<file path="src/rtl/dsres_pkg.sv">
package dsres_pkg;

    typedef enum logic {
        ST_IDLE = 1'b0,
        ST_RUN  = 1'b1
    } run_state_e;

    // Codes loaded at reset.
    localparam int unsigned DEF_FREQ_CODE = 96;
    localparam int unsigned DEF_LVL_CODE  = 64;

endpackage

</file>
<file path="src/rtl/dsres_quant.sv">
module dsres_quant #(
    parameter int unsigned ACC_W  = 23,
    parameter int unsigned FRAC_W = 20
) (
    input  logic                    clk_i,
    input  logic                    rst_ni,
    input  logic                    clr_i,
    input  logic signed [ACC_W-1:0] x_i,
    output logic                    bit_o,
    output logic signed [ACC_W-1:0] resid_o
);
    localparam logic signed [ACC_W-1:0] FS_P = ACC_W'(1) << FRAC_W;
    localparam logic signed [ACC_W-1:0] FS_N = -FS_P;

    typedef struct packed {
        logic signed [ACC_W-1:0] resid;
    } quant_t;

    quant_t s_d, s_q;
    logic signed [ACC_W-1:0] sum_v;

    function automatic logic signed [ACC_W-1:0] sat_add(
        input logic signed [ACC_W-1:0] a,
        input logic signed [ACC_W-1:0] b
    );
        logic signed [ACC_W:0] s;
        s = {a[ACC_W-1], a} + {b[ACC_W-1], b};
        if (s[ACC_W] != s[ACC_W-1])
            sat_add = s[ACC_W] ? {1'b1, {(ACC_W-1){1'b0}}} : {1'b0, {(ACC_W-1){1'b1}}};
        else
            sat_add = s[ACC_W-1:0];
    endfunction

    always_comb begin
        s_d   = s_q;
        sum_v = sat_add(s_q.resid, x_i);
        bit_o = ~sum_v[ACC_W-1];
        // Residue keeps what the one-bit decision missed.
        s_d.resid = clr_i ? '0 : sat_add(sum_v, bit_o ? FS_N : FS_P);
    end

    always_ff @(posedge clk_i or negedge rst_ni) begin
        if (!rst_ni) s_q <= '0;
        else         s_q <= s_d;
    end

    assign resid_o = s_q.resid;

endmodule

</file>
<file path="src/rtl/dsres_core.sv">
module dsres_core #(
    parameter int unsigned ACC_W   = 23,
    parameter int unsigned FRAC_W  = 20,
    parameter int unsigned FREQ_W  = 7,
    parameter int unsigned LVL_W   = 7,
    parameter int unsigned K_SHIFT = 18
) (
    input  logic                    clk_i,
    input  logic                    rst_ni,
    input  logic                    clr_i,
    input  logic                    seed_i,
    input  logic                    fb_bit_i,
    input  logic [FREQ_W-1:0]       freq_i,
    input  logic [LVL_W-1:0]        lvl_i,
    output logic signed [ACC_W-1:0] x1_o,
    output logic signed [ACC_W-1:0] x2_o
);
    localparam int unsigned STEP_SH = FRAC_W - K_SHIFT;
    localparam int unsigned SEED_SH = FRAC_W - LVL_W - 1;

    typedef struct packed {
        logic signed [ACC_W-1:0] x1;
        logic signed [ACC_W-1:0] x2;
    } core_t;

    core_t s_d, s_q;
    logic signed [ACC_W-1:0] step_v, seed_v, x1_n;

    function automatic logic signed [ACC_W-1:0] sat_add(
        input logic signed [ACC_W-1:0] a,
        input logic signed [ACC_W-1:0] b
    );
        logic signed [ACC_W:0] s;
        s = {a[ACC_W-1], a} + {b[ACC_W-1], b};
        if (s[ACC_W] != s[ACC_W-1])
            sat_add = s[ACC_W] ? {1'b1, {(ACC_W-1){1'b0}}} : {1'b0, {(ACC_W-1){1'b1}}};
        else
            sat_add = s[ACC_W-1:0];
    endfunction

    always_comb begin
        s_d    = s_q;
        // k times full scale: the only product the loop ever needs.
        step_v = $signed(ACC_W'(freq_i) << STEP_SH);
        seed_v = $signed(ACC_W'(lvl_i) << SEED_SH);
        x1_n   = sat_add(s_q.x1, fb_bit_i ? -step_v : step_v);
        if (clr_i) begin
            s_d.x1 = '0;
            s_d.x2 = '0;
        end else if (seed_i) begin
            s_d.x1 = '0;
            s_d.x2 = seed_v;
        end else begin
            s_d.x1 = x1_n;
            s_d.x2 = sat_add(s_q.x2, x1_n);
        end
    end

    always_ff @(posedge clk_i or negedge rst_ni) begin
        if (!rst_ni) s_q <= '0;
        else         s_q <= s_d;
    end

    assign x1_o = s_q.x1;
    assign x2_o = s_q.x2;

endmodule

</file>
<file path="src/rtl/dsres_osc.sv">
module dsres_osc
    import dsres_pkg::*;
#(
    parameter int unsigned FREQ_W  = 7,
    parameter int unsigned LVL_W   = 7,
    parameter int unsigned FRAC_W  = 20,
    parameter int unsigned GUARD_W = 3,
    parameter int unsigned K_SHIFT = 18
) (
    input  logic              clk_i,
    input  logic              rst_ni,
    input  logic              pwr_down_i,
    input  logic              ext_sel_i,
    input  logic              restart_i,
    input  logic [FREQ_W-1:0] freq_code_i,
    input  logic [LVL_W-1:0]  lvl_code_i,
    output logic              bs_o
);
    localparam int unsigned ACC_W = FRAC_W + GUARD_W;
    localparam logic [FREQ_W-1:0] FREQ_RST = FREQ_W'(DEF_FREQ_CODE);
    localparam logic [LVL_W-1:0]  LVL_RST  = LVL_W'(DEF_LVL_CODE);

    typedef struct packed {
        run_state_e        state;
        logic [FREQ_W-1:0] freq;
        logic [LVL_W-1:0]  lvl;
        logic              bs;
    } ctrl_t;

    ctrl_t c_d, c_q;
    logic idle, seed, q_bit;
    logic [LVL_W-1:0] seed_lvl;
    logic signed [ACC_W-1:0] x1_w, x2_w, resid_w;

    always_comb begin
        c_d      = c_q;
        idle     = pwr_down_i | ext_sel_i;
        seed     = !idle && ((c_q.state == ST_IDLE) || restart_i);
        seed_lvl = restart_i ? lvl_code_i : c_q.lvl;
        // Codes are captured on restart even while idle.
        if (restart_i) begin
            c_d.freq = freq_code_i;
            c_d.lvl  = lvl_code_i;
        end
        if (idle) begin
            c_d.state = ST_IDLE;
            c_d.bs    = 1'b0;
        end else begin
            c_d.state = ST_RUN;
            c_d.bs    = (c_q.state == ST_RUN) ? q_bit : 1'b0;
        end
    end

    always_ff @(posedge clk_i or negedge rst_ni) begin
        if (!rst_ni) c_q <= '{state: ST_IDLE, freq: FREQ_RST, lvl: LVL_RST, bs: 1'b0};
        else         c_q <= c_d;
    end

    dsres_core #(
        .ACC_W(ACC_W), .FRAC_W(FRAC_W), .FREQ_W(FREQ_W),
        .LVL_W(LVL_W), .K_SHIFT(K_SHIFT)
    ) u_core (
        .clk_i    (clk_i),
        .rst_ni   (rst_ni),
        .clr_i    (idle),
        .seed_i   (seed),
        .fb_bit_i (q_bit),
        .freq_i   (c_q.freq),
        .lvl_i    (seed_lvl),
        .x1_o     (x1_w),
        .x2_o     (x2_w)
    );

    dsres_quant #(
        .ACC_W(ACC_W), .FRAC_W(FRAC_W)
    ) u_quant (
        .clk_i   (clk_i),
        .rst_ni  (rst_ni),
        .clr_i   (idle | seed),
        .x_i     (x2_w),
        .bit_o   (q_bit),
        .resid_o (resid_w)
    );

    assign bs_o = c_q.bs;

endmodule

</file>
<file path="config.mk">
export PLATFORM = sky130hd
export DESIGN_NAME = dsres_osc
export DESIGN_NICKNAME = d
export VERILOG_FILES = /design/src/rtl/dsres_pkg.sv /design/src/rtl/dsres_quant.sv /design/src/rtl/dsres_core.sv /design/src/rtl/dsres_osc.sv
export SDC_FILE = /design/constraint.sdc
export NUM_CORES = 1
export LEC_CHECK = 0
export CAP_MARGIN = 40
export CORE_MARGIN = 2
export CORE_UTILIZATION = 57
export CTS_CLUSTER_DIAMETER = 50
export CTS_CLUSTER_SIZE = 20
export DETAILED_ROUTE_END_ITERATION = 10
export PLACE_DENSITY_LB_ADDON = 0.15
export SLEW_MARGIN = 20
export SYNTH_ARGS = -nofsm -noshare
export SYNTH_HDL_FRONTEND = slang
export SYNTH_SLANG_ARGS = --single-unit
export TNS_END_PERCENT = 1
</file>
<file path="constraint.sdc">
create_clock -name clk_i -period 9.25 [get_ports clk_i]
set_input_delay 2.3125 -clock clk_i [delete_from_list [all_inputs] [get_ports clk_i]]
set_output_delay 2.3125 -clock clk_i [all_outputs]
set_load 0.01 [all_outputs]
</file>
==> results.py <==
metrics = {
    "setup_path": {
        "crit_buf_inv": 3,
        "start_kind": "flip-flop",
        "cp.arrival_ns": 8.83,
        "worstPathRequired_ns": 9.50,
        "critPathMaxFanout": 16,
        "crit_type": "flip-flop to flip-flop",
        "cpMaxStageDelayCell": "a2111oi_0",
        "slowest_delay_ns": 0.45,
        "r2r_slack_ns": 0.67,
        "endpoint_kind": "flip-flop",
        "crit_family": "compound AO/OA/AOI/OAI gates",
    },
    "cells_and_area": {
        "layout-drive-gt1-share_pct": 13.9,
        "fin_cells": 908,
        "final_common_cell": "dfrtp_1",
        "antenna_cells": 0,
        "syn2layout_area_growth_pct": 9.66,
        "final_cell_mix": "82 x dfrtp_1, 78 x a21oi_1, 71 x ha_1",
        "final_nets": 851,
    },
    "die": {
        "core_area_um2": 11900,
        "core.rowCount": 40,
        "io_pins": 20,
        "chipWidth_um": 114,
        "die_y_um": 114,
        "start_util_pct": 57.8,
        "dieArea_um2": 12900,
    },
    "pwr": {
        "vdd_drop_max_uv": 177,
        "intPower_w": 0.00129,
        "pwr-share-seq_pct": 17.5,
        "power_density_nw_per_um2": 321,
        "p_leak_nw": 3.55,
        "swShare_pct": 46.4,
        "p_sw_w": 0.00112,
        "combinationalPowerShare_pct": 66.4,
        "clockPowerShare_pct": 16.0,
    },
    "flow_run": {
        "cap_viol_max_count": 0,
    },
    "drt": {
        "routedWlPerCell_um": 18.7,
        "first_pass_iters": 7,
        "drc": 0,
        "via_per_inst": 6.09,
        "vias": 5530,
        "antenna_left": 0,
        "wl_um": 17000,
        "drt_iter0_drc": 398,
    },
    "synth": {
        "mappedNetlistNets": 834,
        "synth_edf_count": 0,
        "syn_area_um2": 6860,
        "ys.warnings.count": 0,
        "netlist_instances": 739,
        "synth.distinct_cells": 78,
        "postSynthAreaPerCell_um2": 9.28,
        "synth_seq_area_share_pct": 31.1,
        "async_flop_share_pct": 100,
        "ys_ff_latch": 85,
        "synth_ff_type": "dfrtp_1",
    },
    "grt": {
        "grt_pass1_vias": 5515,
        "grt_pass1_wl_um": 27700,
        "antenna_found_initial": 0,
        "grt_max_degree": 46,
        "track_usage_pct": 27.6,
        "grt.overflow.total": 0,
    },
    "status": {
        "status": "complete, no violations",
    },
    "place": {
        "gp_congestion": 0.907,
        "port_buffers": 19,
        "pre_cts_slack_ns": 0.438,
        "dp_hpwl_um": 12900,
        "dp_cells": 888,
    },
    "cts": {
        "h-tree-depth": 3,
        "cts.sinks": 85,
        "root_buffer": "clkbuf_16",
        "path_clk_slew_ns": 0.06,
        "cts_tree": "yes",
        "worst_skew_pair.late_latency_ns": 0.35,
        "clockBufferDepth": 2,
        "cts_buffers": 9,
    },
    "worst_hold_path": {
        "min_path_type": "flip-flop to flip-flop",
    },
    "sta": {
        "setup_violations": 0,
        "fin_setup_tns_ns": 0,
        "tightestPinTransition_ns": 0.831,
        "hold_viol_final": 0,
        "hold_ws_ns": 0.497,
        "relSlewSlack_pct": 44.5,
        "finalCritPeriodShare_pct": 92.7,
        "fmax_mhz": 117,
        "clock_skew_ns": 0.00711,
        "finalMaxSlewViolations": 0,
        "period_minus_slack_ns": 8.58,
        "fin_ws_ns": 0.671,
    },
}
-- flip-flops by register name, indices dropped and copies added, names as in the netlist --
signal,count
bs_o,1
c_q,15
u_core.x1_o,23
u_core.x2_o,23
u_quant.resid_o,23
-- logic make-up (layout without fill, tap and decap cells) --
| logic type | count (synthesis) | after routing | synth area share [%] |
|---|---|---|---|
| AOI/OAI and AO/OA | 269 | 269 | 27.1 |
| and+or+nand+nor | 163 | 163 | 11.3 |
| adders and majority gates | 87 | 87 | 16.0 |
| DFF | 85 | 85 | 31.1 |
| buffers and inverters | 61 | 83 | 4.36 |
| xor gates and xnor gates | 60 | 60 | 7.88 |
| muxes | 14 | 14 | 2.28 |
-- power by group through the flow --
stage,Clock [W],Sequential (W),Combinational [W]
2_1_floorplan,0,0.000417,0.00118
3_3_place_gp,0,0.000429,0.00143
3_5_place_dp,0,0.000429,0.00146
4_1_cts,0.000395,0.000423,0.00148
5_1_grt,0.000408,0.000425,0.00176
6_report,0.000387,0.000423,0.00160
-- worst paths after layout --
| kind | startpoint | end | cells after the start |
|---|---|---|---|
| hold reg to reg | c_q[4] | c_q[4] | 1 |
| min in group asynchronous | rst_ni | c_q[10] | 1 |
| hold / removal | c_q[4] | c_q[4] | 1 |
| setup / recovery | u_core.x2_o[1] | u_core.x2_o[14] | 37 |
| max in group asynchronous | rst_ni | c_q[1] | 2 |
| setup reg to reg | u_core.x2_o[1] | u_core.x2_o[14] | 37 |
-- stage by stage --
step,cell area [um^2],total power [W],utilization (%)
after CTS,7450,0.00230,62.8
after floorplan,6860,0.00160,-
after detailed placement,7140,0.00189,60.2
after global routing,7520,0.00260,63.4
final,7520,0.00241,63.4
after global placement,7130,0.00186,60.1
-- synth_stat cells (all sizes together), types with 4 or more instances --
cell / instances / share of area, %
a2111oi: 4 / 0.78
a211oi: 9 / 1.3
a21boi: 8 / 0.93
a21o: 30 / 3.4
a21oi: 94 / 7.8
a31oi: 7 / 0.73
and2: 10 / 0.93
buf: 15 / 1.8
clkbuf: 12 / 0.67
dfrtp: 82 / 30
fa: 4 / 1.2
ha: 72 / 13
inv: 33 / 1.8
maj3: 11 / 1.7
mux2: 13 / 2.1
nand2: 50 / 2.7
nand2b: 7 / 0.64
nand3: 15 / 1.1
nor2: 45 / 2.5
nor2b: 8 / 0.84
nor3: 12 / 0.95
o211ai: 7 / 0.91
o21a: 10 / 1.1
o21ai: 48 / 3.9
o21bai: 15 / 1.6
o22ai: 17 / 1.5
or2: 4 / 0.36
xnor2: 35 / 4.6
xor2: 25 / 3.3
-- timing repair --
action	CTS	global route
resized for setup	0	10
hold endpoints to repair	0	0
setup buffers	0	3
endpoints found under the setup margin	0	22
hold buffers	0	0
-- cell type report --
type	instances	area [um^2]
well taps	147	184
flip-flops and latches	85	2130
clock buffers	11	233
multi-input cells	593	4470
inverters	34	131
fillers	1000	4340
clock inverters	5	75.1
repair buffers	33	304
-- routing by layer --
| layer | wire length (um) | global-route usage, % | up-vias |
|---|---|---|---|
| li1 | - | - | 2709 |
| met1 | 7580 | 36.2 | 2643 |
| met2 | 8010 | 45.3 | 140 |
| met3 | 783 | 4.25 | 38 |
| met4 | 595 | 12.8 | 0 |
| met5 | 0 | 0 | - |
(Power assumes the default switching activity.)
